--- config.mk ---
export PLATFORM = sky130hd
export DESIGN_NAME = word_byte_bridge
export DESIGN_NICKNAME = d
export VERILOG_FILES = /design/src/rtl/wbb_pkg.sv /design/src/rtl/wbb_region_dec.sv /design/src/rtl/wbb_seq.sv /design/src/rtl/wbb_datapath.sv /design/src/rtl/word_byte_bridge.sv
export SDC_FILE = /design/constraint.sdc
export NUM_CORES = 1
export LEC_CHECK = 0
export BUFFER_PORTS_ARGS = -buffer_cell sky130_fd_sc_hd__buf_2
export CAP_MARGIN = 20
export CORE_UTILIZATION = 48
export DETAILED_ROUTE_END_ITERATION = 8
export PLACE_DENSITY = 0.8
export SKIP_LAST_GASP = 1
export SLEW_MARGIN = 10
export SYNTH_ARGS = -nofsm -noshare
export SYNTH_HDL_FRONTEND = slang
export SYNTH_SLANG_ARGS = --single-unit
--- constraint.sdc ---
create_clock -name clk -period 1.8 [get_ports clk]
set_clock_uncertainty 0.2 [all_clocks]
set_input_delay 0 -clock clk [delete_from_list [all_inputs] [get_ports clk]]
set_output_delay 0 -clock clk [all_outputs]
set_load 0.005 [all_outputs]
--- src/rtl/wbb_pkg.sv ---
package wbb_pkg;

  typedef enum logic [2:0] {
    ST_IDLE,
    ST_HI_ADR,
    ST_HI_WT,
    ST_LO_ADR,
    ST_LO_WT,
    ST_DONE,
    ST_FDONE
  } wbb_state_e;

  // Region test: inside the scratch window or at/below the ROM limit.
  function automatic logic addr_is_fast(input logic [31:0] a,
                                        input logic [31:0] sp_lo,
                                        input logic [31:0] sp_hi,
                                        input logic [31:0] rom_hi);
    return ((a >= sp_lo) && (a <= sp_hi)) || (a <= rom_hi);
  endfunction

endpackage

--- src/rtl/wbb_region_dec.sv ---
module wbb_region_dec #(
  parameter int ADDR_W = 16,
  parameter logic [ADDR_W-1:0] SP_LO  = 16'h8300,
  parameter logic [ADDR_W-1:0] SP_HI  = 16'h83FF,
  parameter logic [ADDR_W-1:0] ROM_HI = 16'h1FFF
) (
  input  logic [ADDR_W-1:0] addr,
  output logic              is_fast
);
  import wbb_pkg::*;

  assign is_fast = addr_is_fast(32'(addr), 32'(SP_LO), 32'(SP_HI), 32'(ROM_HI));

endmodule

--- src/rtl/wbb_seq.sv ---
module wbb_seq (
  input  logic clk,
  input  logic rst_n,
  input  logic cpu_memen,
  input  logic is_fast,
  output logic start_slow,
  output logic cpu_ready,
  output logic fast_en,
  output logic bus_active,
  output logic byte_sel,
  output logic hi_cap,
  output logic lo_cap,
  output logic slow_done,
  output logic fast_done
);
  import wbb_pkg::*;

  wbb_state_e state_q, state_d;
  logic start_fast;

  assign start_slow = (state_q == ST_IDLE) && cpu_memen && !is_fast;
  assign start_fast = (state_q == ST_IDLE) && cpu_memen && is_fast;

  always_comb begin
    state_d = state_q;
    unique case (state_q)
      ST_IDLE:   if (start_slow) state_d = ST_HI_ADR;
                 else if (start_fast) state_d = ST_FDONE;
      ST_HI_ADR: state_d = ST_HI_WT;
      ST_HI_WT:  state_d = ST_LO_ADR;
      ST_LO_ADR: state_d = ST_LO_WT;
      ST_LO_WT:  state_d = ST_DONE;
      ST_DONE:   state_d = ST_IDLE;
      ST_FDONE:  state_d = ST_IDLE;
      default:   state_d = ST_IDLE;
    endcase
  end

  always_ff @(posedge clk) begin
    if (!rst_n) state_q <= ST_IDLE;
    else        state_q <= state_d;
  end

  assign bus_active = (state_q == ST_HI_ADR) || (state_q == ST_HI_WT) ||
                      (state_q == ST_LO_ADR) || (state_q == ST_LO_WT);
  assign byte_sel   = (state_q == ST_LO_ADR) || (state_q == ST_LO_WT);
  assign hi_cap     = (state_q == ST_HI_WT);
  assign lo_cap     = (state_q == ST_LO_WT);
  assign slow_done  = (state_q == ST_DONE);
  assign fast_done  = (state_q == ST_FDONE);
  assign cpu_ready  = !(start_slow || bus_active);
  assign fast_en    = start_fast || fast_done;

  // A slow access that has started must reach its byte cycles next.
  AST_SLOW_ENTERS_BUS: assert property (@(posedge clk) disable iff (!rst_n)
    start_slow |=> (bus_active && !byte_sel)) else $error("slow start");

endmodule

--- src/rtl/wbb_datapath.sv ---
module wbb_datapath #(
  parameter int ADDR_W = 16,
  parameter int DATA_W = 16
) (
  input  logic              clk,
  input  logic              rst_n,
  input  logic              start_slow,
  input  logic [ADDR_W-1:1] word_addr,
  input  logic              cpu_we,
  input  logic [DATA_W-1:0] cpu_wdata,
  input  logic              bus_active,
  input  logic              byte_sel,
  input  logic              hi_cap,
  input  logic              lo_cap,
  input  logic              slow_done,
  input  logic              fast_done,
  input  logic [DATA_W-1:0] fast_rdata,
  input  logic [DATA_W/2-1:0] ext_rdata,
  output logic [ADDR_W-1:0] ext_addr,
  output logic              ext_en,
  output logic              ext_we,
  output logic [DATA_W/2-1:0] ext_wdata,
  output logic [DATA_W-1:0] cpu_rdata
);
  localparam int BYTE_W = DATA_W / 2;

  function automatic logic [BYTE_W-1:0] pick_byte(input logic [DATA_W-1:0] w,
                                                  input logic odd);
    return odd ? w[BYTE_W-1:0] : w[DATA_W-1:BYTE_W];
  endfunction

  function automatic logic [DATA_W-1:0] join_bytes(input logic [BYTE_W-1:0] even_b,
                                                   input logic [BYTE_W-1:0] odd_b);
    return {even_b, odd_b};
  endfunction

  logic [ADDR_W-1:1] addr_q;
  logic              we_q;
  logic [DATA_W-1:0] wd_q;
  logic [BYTE_W-1:0] hi_q, lo_q;

  always_ff @(posedge clk) begin
    if (!rst_n) begin
      addr_q <= '0;
      we_q   <= 1'b0;
      wd_q   <= '0;
      hi_q   <= '0;
      lo_q   <= '0;
    end else begin
      if (start_slow) begin
        addr_q <= word_addr;
        we_q   <= cpu_we;
        wd_q   <= cpu_wdata;
      end
      if (hi_cap) hi_q <= ext_rdata;
      if (lo_cap) lo_q <= ext_rdata;
    end
  end

  assign ext_en    = bus_active;
  assign ext_we    = bus_active && we_q;
  assign ext_addr  = bus_active ? {addr_q, byte_sel} : '0;
  assign ext_wdata = bus_active ? pick_byte(wd_q, byte_sel) : '0;
  assign cpu_rdata = slow_done ? join_bytes(hi_q, lo_q) :
                     fast_done ? fast_rdata : '0;

  // Write byte held across address and wait cycle of the same byte.
  AST_WDATA_HELD: assert property (@(posedge clk) disable iff (!rst_n)
    (ext_en && $past(ext_en) && $stable(ext_addr)) |-> $stable(ext_wdata))
    else $error("wdata moved");

endmodule

--- src/rtl/word_byte_bridge.sv ---
module word_byte_bridge #(
  parameter int ADDR_W = 16,
  parameter int DATA_W = 16,
  parameter logic [ADDR_W-1:0] SP_LO  = 16'h8300,
  parameter logic [ADDR_W-1:0] SP_HI  = 16'h83FF,
  parameter logic [ADDR_W-1:0] ROM_HI = 16'h1FFF
) (
  input  logic                clk,
  input  logic                rst_n,
  input  logic [ADDR_W-1:0]   cpu_addr,
  input  logic                cpu_memen,
  input  logic                cpu_we,
  input  logic [DATA_W-1:0]   cpu_wdata,
  output logic                cpu_ready,
  output logic [DATA_W-1:0]   cpu_rdata,
  output logic                fast_en,
  input  logic [DATA_W-1:0]   fast_rdata,
  output logic [ADDR_W-1:0]   ext_addr,
  output logic                ext_en,
  output logic                ext_we,
  output logic [DATA_W/2-1:0] ext_wdata,
  input  logic [DATA_W/2-1:0] ext_rdata
);
  logic is_fast, start_slow, bus_active, byte_sel;
  logic hi_cap, lo_cap, slow_done, fast_done;

  wbb_region_dec #(.ADDR_W(ADDR_W), .SP_LO(SP_LO), .SP_HI(SP_HI), .ROM_HI(ROM_HI))
    u_dec (.addr(cpu_addr), .is_fast(is_fast));

  wbb_seq u_seq (
    .clk(clk), .rst_n(rst_n), .cpu_memen(cpu_memen), .is_fast(is_fast),
    .start_slow(start_slow), .cpu_ready(cpu_ready), .fast_en(fast_en),
    .bus_active(bus_active), .byte_sel(byte_sel), .hi_cap(hi_cap),
    .lo_cap(lo_cap), .slow_done(slow_done), .fast_done(fast_done)
  );

  wbb_datapath #(.ADDR_W(ADDR_W), .DATA_W(DATA_W)) u_dp (
    .clk(clk), .rst_n(rst_n), .start_slow(start_slow),
    .word_addr(cpu_addr[ADDR_W-1:1]), .cpu_we(cpu_we), .cpu_wdata(cpu_wdata),
    .bus_active(bus_active), .byte_sel(byte_sel), .hi_cap(hi_cap),
    .lo_cap(lo_cap), .slow_done(slow_done), .fast_done(fast_done),
    .fast_rdata(fast_rdata), .ext_rdata(ext_rdata), .ext_addr(ext_addr),
    .ext_en(ext_en), .ext_we(ext_we), .ext_wdata(ext_wdata),
    .cpu_rdata(cpu_rdata)
  );

  AST_FAST_NO_EXT: assert property (@(posedge clk) disable iff (!rst_n)
    fast_en |-> !ext_en) else $error("fast hit bus");
  AST_WAIT_ON_BUS: assert property (@(posedge clk) disable iff (!rst_n)
    ext_en |-> !cpu_ready) else $error("ready during bus");
  AST_EVEN_FIRST: assert property (@(posedge clk) disable iff (!rst_n)
    $rose(ext_en) |-> !ext_addr[0]) else $error("odd first");
  AST_BYTE_WAIT: assert property (@(posedge clk) disable iff (!rst_n)
    $rose(ext_en) |=> (ext_en && $stable(ext_addr))) else $error("no wait");
  AST_DONE_AFTER_ODD: assert property (@(posedge clk) disable iff (!rst_n)
    $fell(ext_en) |-> (cpu_ready && $past(ext_addr[0]))) else $error("end");

endmodule

==> Implementation_results.wiki <==
{| class="wikitable"
! Metric !! Value
|-
| Detail Route Antenna Nets || 0
|-
| Proportion of layout cells with a drive suffix above 1 || 35.1%
|-
| Final Routed Wirelength || 8850 microns
|-
| Avg Synthesized Cell Area || 8.65 sq um
|-
| First-pass GRT wire length || 11300 microns
|-
| Via count || 2810
|-
| Leading area contributor after synthesis || dfxtp_1
|-
| # rows || 26
|-
| Final min period || 1.90 ns
|-
| Lkg Pwr || 1.82 nW
|-
| Gr ovfl total || 0
|-
| First-pass DRT Iterations || 4
|-
| IR Drop Worst-Case VDD || 0.550 mV
|-
| Sequential area share after synthesis || 40.0%
|-
| Final setup vio count || 15
|-
| Detailed-route vias per instance || 5.31
|-
| Total routing usage reported by global routing || 27.0%
|-
| Data required time of the worst path || 1.82 ns
|-
| Gp weighted congestion || 0.843
|-
| Count of filler cells inserted in the layout || 330
|-
| Origin of the worst min-delay path || cpu_addr[10]
|-
| Fin crit share || 106%
|-
| Endpoint, Worst Hold || u_seq.state_q[2]$_SDFFE_PN0P_
|-
| Number of enable-type register cells in the synthesized netlist || 0
|-
| Worst setup margin || -0.103 ns
|-
| Worst Setup Start Kind || flip-flop
|-
| Number of sinks on the clock net || 51
|-
| Depth of the worst hold-timing path || 5
|-
| # nets final || 518
|-
| Number of remaining DRC errors || 0
|-
| Routed WL per cell || 16.7 microns
|-
| CP Capture Type || flip-flop
|-
| Destination of the worst register-to-register timing path || u_dp.addr_q[4]$_SDFFE_PN0P_
|-
| Starting Density || 50.0%
|-
| Clock tree from TritonCTS || yes
|-
| Die Wd || 74.9 microns
|-
| Die H || 74.9 microns
|-
| Area of the mapped netlist || 2550 sq um
|-
| Fin. Hold Viols || 0
|-
| Core occupancy in the finished layout || 78.4%
|-
| Max stage delay on crit path || 0.39 ns
|-
| Reg2Reg Depth || 6
|-
| Root buffer cell || clkbuf_8
|-
| Net count of the mapped netlist || 355
|-
| Worst slew slack as a fraction of its limit || 79.1%
|-
| Number of H-tree levels || 2
|-
| Number of buffers on the longest clock path || 2
|-
| Violated checks || setup timing
|-
| Clock transition at the registers of the reported paths || 0.10 ns
|-
| Antenna Diode Count || 0
|-
| Tightest Pin Transition || 0.312 ns
|-
| Port bufs || 102
|-
| Commonest register cell after synthesis || dfxtp_1
|-
| Overall power || 0.00307 W
|-
| Endpoint arrival time on the critical path || 1.93 ns
|-
| Clock insertion delay at the later pin of the skew report || 0.31 ns
|-
| Final max-slew violation count || 0
|-
| CTS buffer count || 5
|-
| Max-cap violation count || 0
|-
| Number of synthesized register bits || 51
|-
| Initial antenna violation count || 0
|-
| Kind of path behind the tightest hold check || in -> reg
|-
| Peak clock frequency supported by timing || 525 MHz
|-
| Ys async rst share || 0%
|-
| Crit-path cells || nor3_4, nand2_2, a21oi_4, buf_8, buf_4, mux2i_1
|-
| Setup_tns || -0.447 ns
|-
| Die Area || 5610 sq um
|-
| Number of top-level design ports || 104
|-
| Vias in the first global route || 2499
|-
| Dominant cells by area after synthesis || dfxtp_1 40%, mux2i_1 15%, nand2_1 12%
|-
| Count of unique library cells instantiated by Yosys || 32
|-
| Number of instances in the synthesized netlist || 295
|-
| DP HPWL || 4240 microns
|-
| Multi-input gate area in the final layout || 1490 sq um
|-
| Slowest stage cell, crit path || dfxtp_4
|-
| Register-to-register path setup slack || -0.10 ns
|-
| Worst r2r src || u_seq.state_q[2]$_SDFFE_PN0P_
|-
| Pin count of the biggest net entering global routing || 38
|-
| Detailed Route Iter0 Violations || 207
|-
| Largest fanout on the critical path || 8
|-
| Total area of sequential cells || 1030 sq um
|-
| Placeable core region || 5110 sq um
|-
| Worst hold slack || 0.0428 ns
|-
| Run status || complete, but fails checks
|-
| Area growth from synthesis to layout || 56.9%
|-
| Unrepaired setup endpoints after global routing || true
|-
| Synth warn || 0
|-
| Class of the most critical setup path || reg -> reg
|-
| Fraction of synthesized cell area taken by the top area cell type || 40.0%
|-
| Power per standard cell area || 766 nW/um^2
|}
==> worst max path at each step <==
stage	from	to	slack, ns	cells after the start
floorplan	u_seq.state_q[1]$_SDFFE_PN0P_	u_dp.addr_q[1]$_SDFFE_PN0P_	0.20	6
global placement	u_seq.state_q[1]$_SDFFE_PN0P_	u_dp.addr_q[6]$_SDFFE_PN0P_	0.12	5
detailed placement	u_seq.state_q[1]$_SDFFE_PN0P_	u_dp.addr_q[11]$_SDFFE_PN0P_	0.08	5
CTS	u_seq.state_q[0]$_SDFFE_PN0P_	cpu_rdata[4]	-0.01	4
global route	u_seq.state_q[2]$_SDFFE_PN0P_	u_dp.addr_q[4]$_SDFFE_PN0P_	-0.16	6
finish	u_seq.state_q[2]$_SDFFE_PN0P_	u_dp.addr_q[4]$_SDFFE_PN0P_	-0.10	6
==> synth_stat cells, drive strengths merged (2+ instances only) <==
cell / instances
nand2: 83
dfxtp: 51
mux2i: 37
a22o: 20
and2: 18
clkbuf: 13
nor2b: 11
a21boi: 10
buf: 9
o21ai: 8
nor2: 5
a22oi: 4
nand2b: 3
nand3: 3
nor3: 3
a21oi: 2
and3b: 2
inv: 2
nor3b: 2
nor4: 2
==> power breakdown <==
part	leakage, nW	switching, W	total (W)	internal [W]
clock	0.0422	0.000396	0.000670	0.000274
combinational	1.36	0.000496	0.00106	0.000567
sequential	0.419	0.0000886	0.00133	0.00125
==> cell usage in the layout, fill, tap and decap left out, types with 10 or more instances in the layout <==
cell type / netlist / routed
a21boi_0: 10 / 10
buf_2: 4 / 90
dfxtp_1: 51 / 48
buf_6: 4 / 16
nand2_1: 83 / 82
mux2i_1: 37 / 37
dlygate4sd3_1: 0 / 48
and2_4: 0 / 11
a22o_1: 20 / 20
buf_4: 1 / 17
==> cells by family after synthesis <==
group | Yosys count | share of synthesized area, %
and+or+nand+nor | 133 | 24.6
muxes | 37 | 14.5
AOI/OAI and AO/OA | 48 | 15.1
xor gates and xnor gates | 2 | 0.686
DFF | 51 | 40.0
buffers and inverters | 24 | 5.05
==> through the flow <==
stage               area (sq um)  std cells  worst slack, ns
finish                      4010        529           -0.103
global route                4010        529           -0.159
detailed placement          3140        456           0.0804
floorplan                   2550        295            0.200
CTS                         3760        515          -0.0142
global placement            3140        456            0.115
==> flip-flops by register name, summed over array words and instances (netlist names) <==
name	cells
u_dp.wd_q	16
u_dp.addr_q	15
u_dp.lo_q	8
u_dp.we_q	1
u_dp.hi_q	8
u_seq.state_q	3
==> per-layer routing <==
layer	vias to the layer above	global-route usage, %	share of wire (%)
li1	1326	-	-
met1	1316	28.8	38
met2	146	52.7	53
met3	22	5.89	6.6
met4	0	7.76	2.4
met5	-	0	0
==> final cells by class <==
class | instances | area share [%]
tap | 70 | 2.19
clock inverter | 1 | 0.125
clock buffer | 7 | 1.91
inverter | 2 | 0.187
sequential | 51 | 25.8
timing repair buffer | 176 | 32.7
multi-input combinational | 222 | 37.1
==> what timing repair did <==
item / 4_1_cts / 5_1_grt
gates cloned: 1 / 4
endpoints found under the setup margin: 43 / 72
resized for setup: 16 / 40
hold buffers: 48 / 0
buffers inserted: 2 / 10
endpoints found under the hold margin: 51 / 0
pin swaps: 0 / 15
==> critical path, delay by kind of cell (launching register included) <==
family | cells | cell delay, ns
and+or+nand+nor | 2 | 0.41
buffers and inverters | 2 | 0.32
AOI/OAI and AO/OA | 1 | 0.21
DFF | 1 | 0.39
muxes | 1 | 0.28
Power figures use the tool's default switching activity.
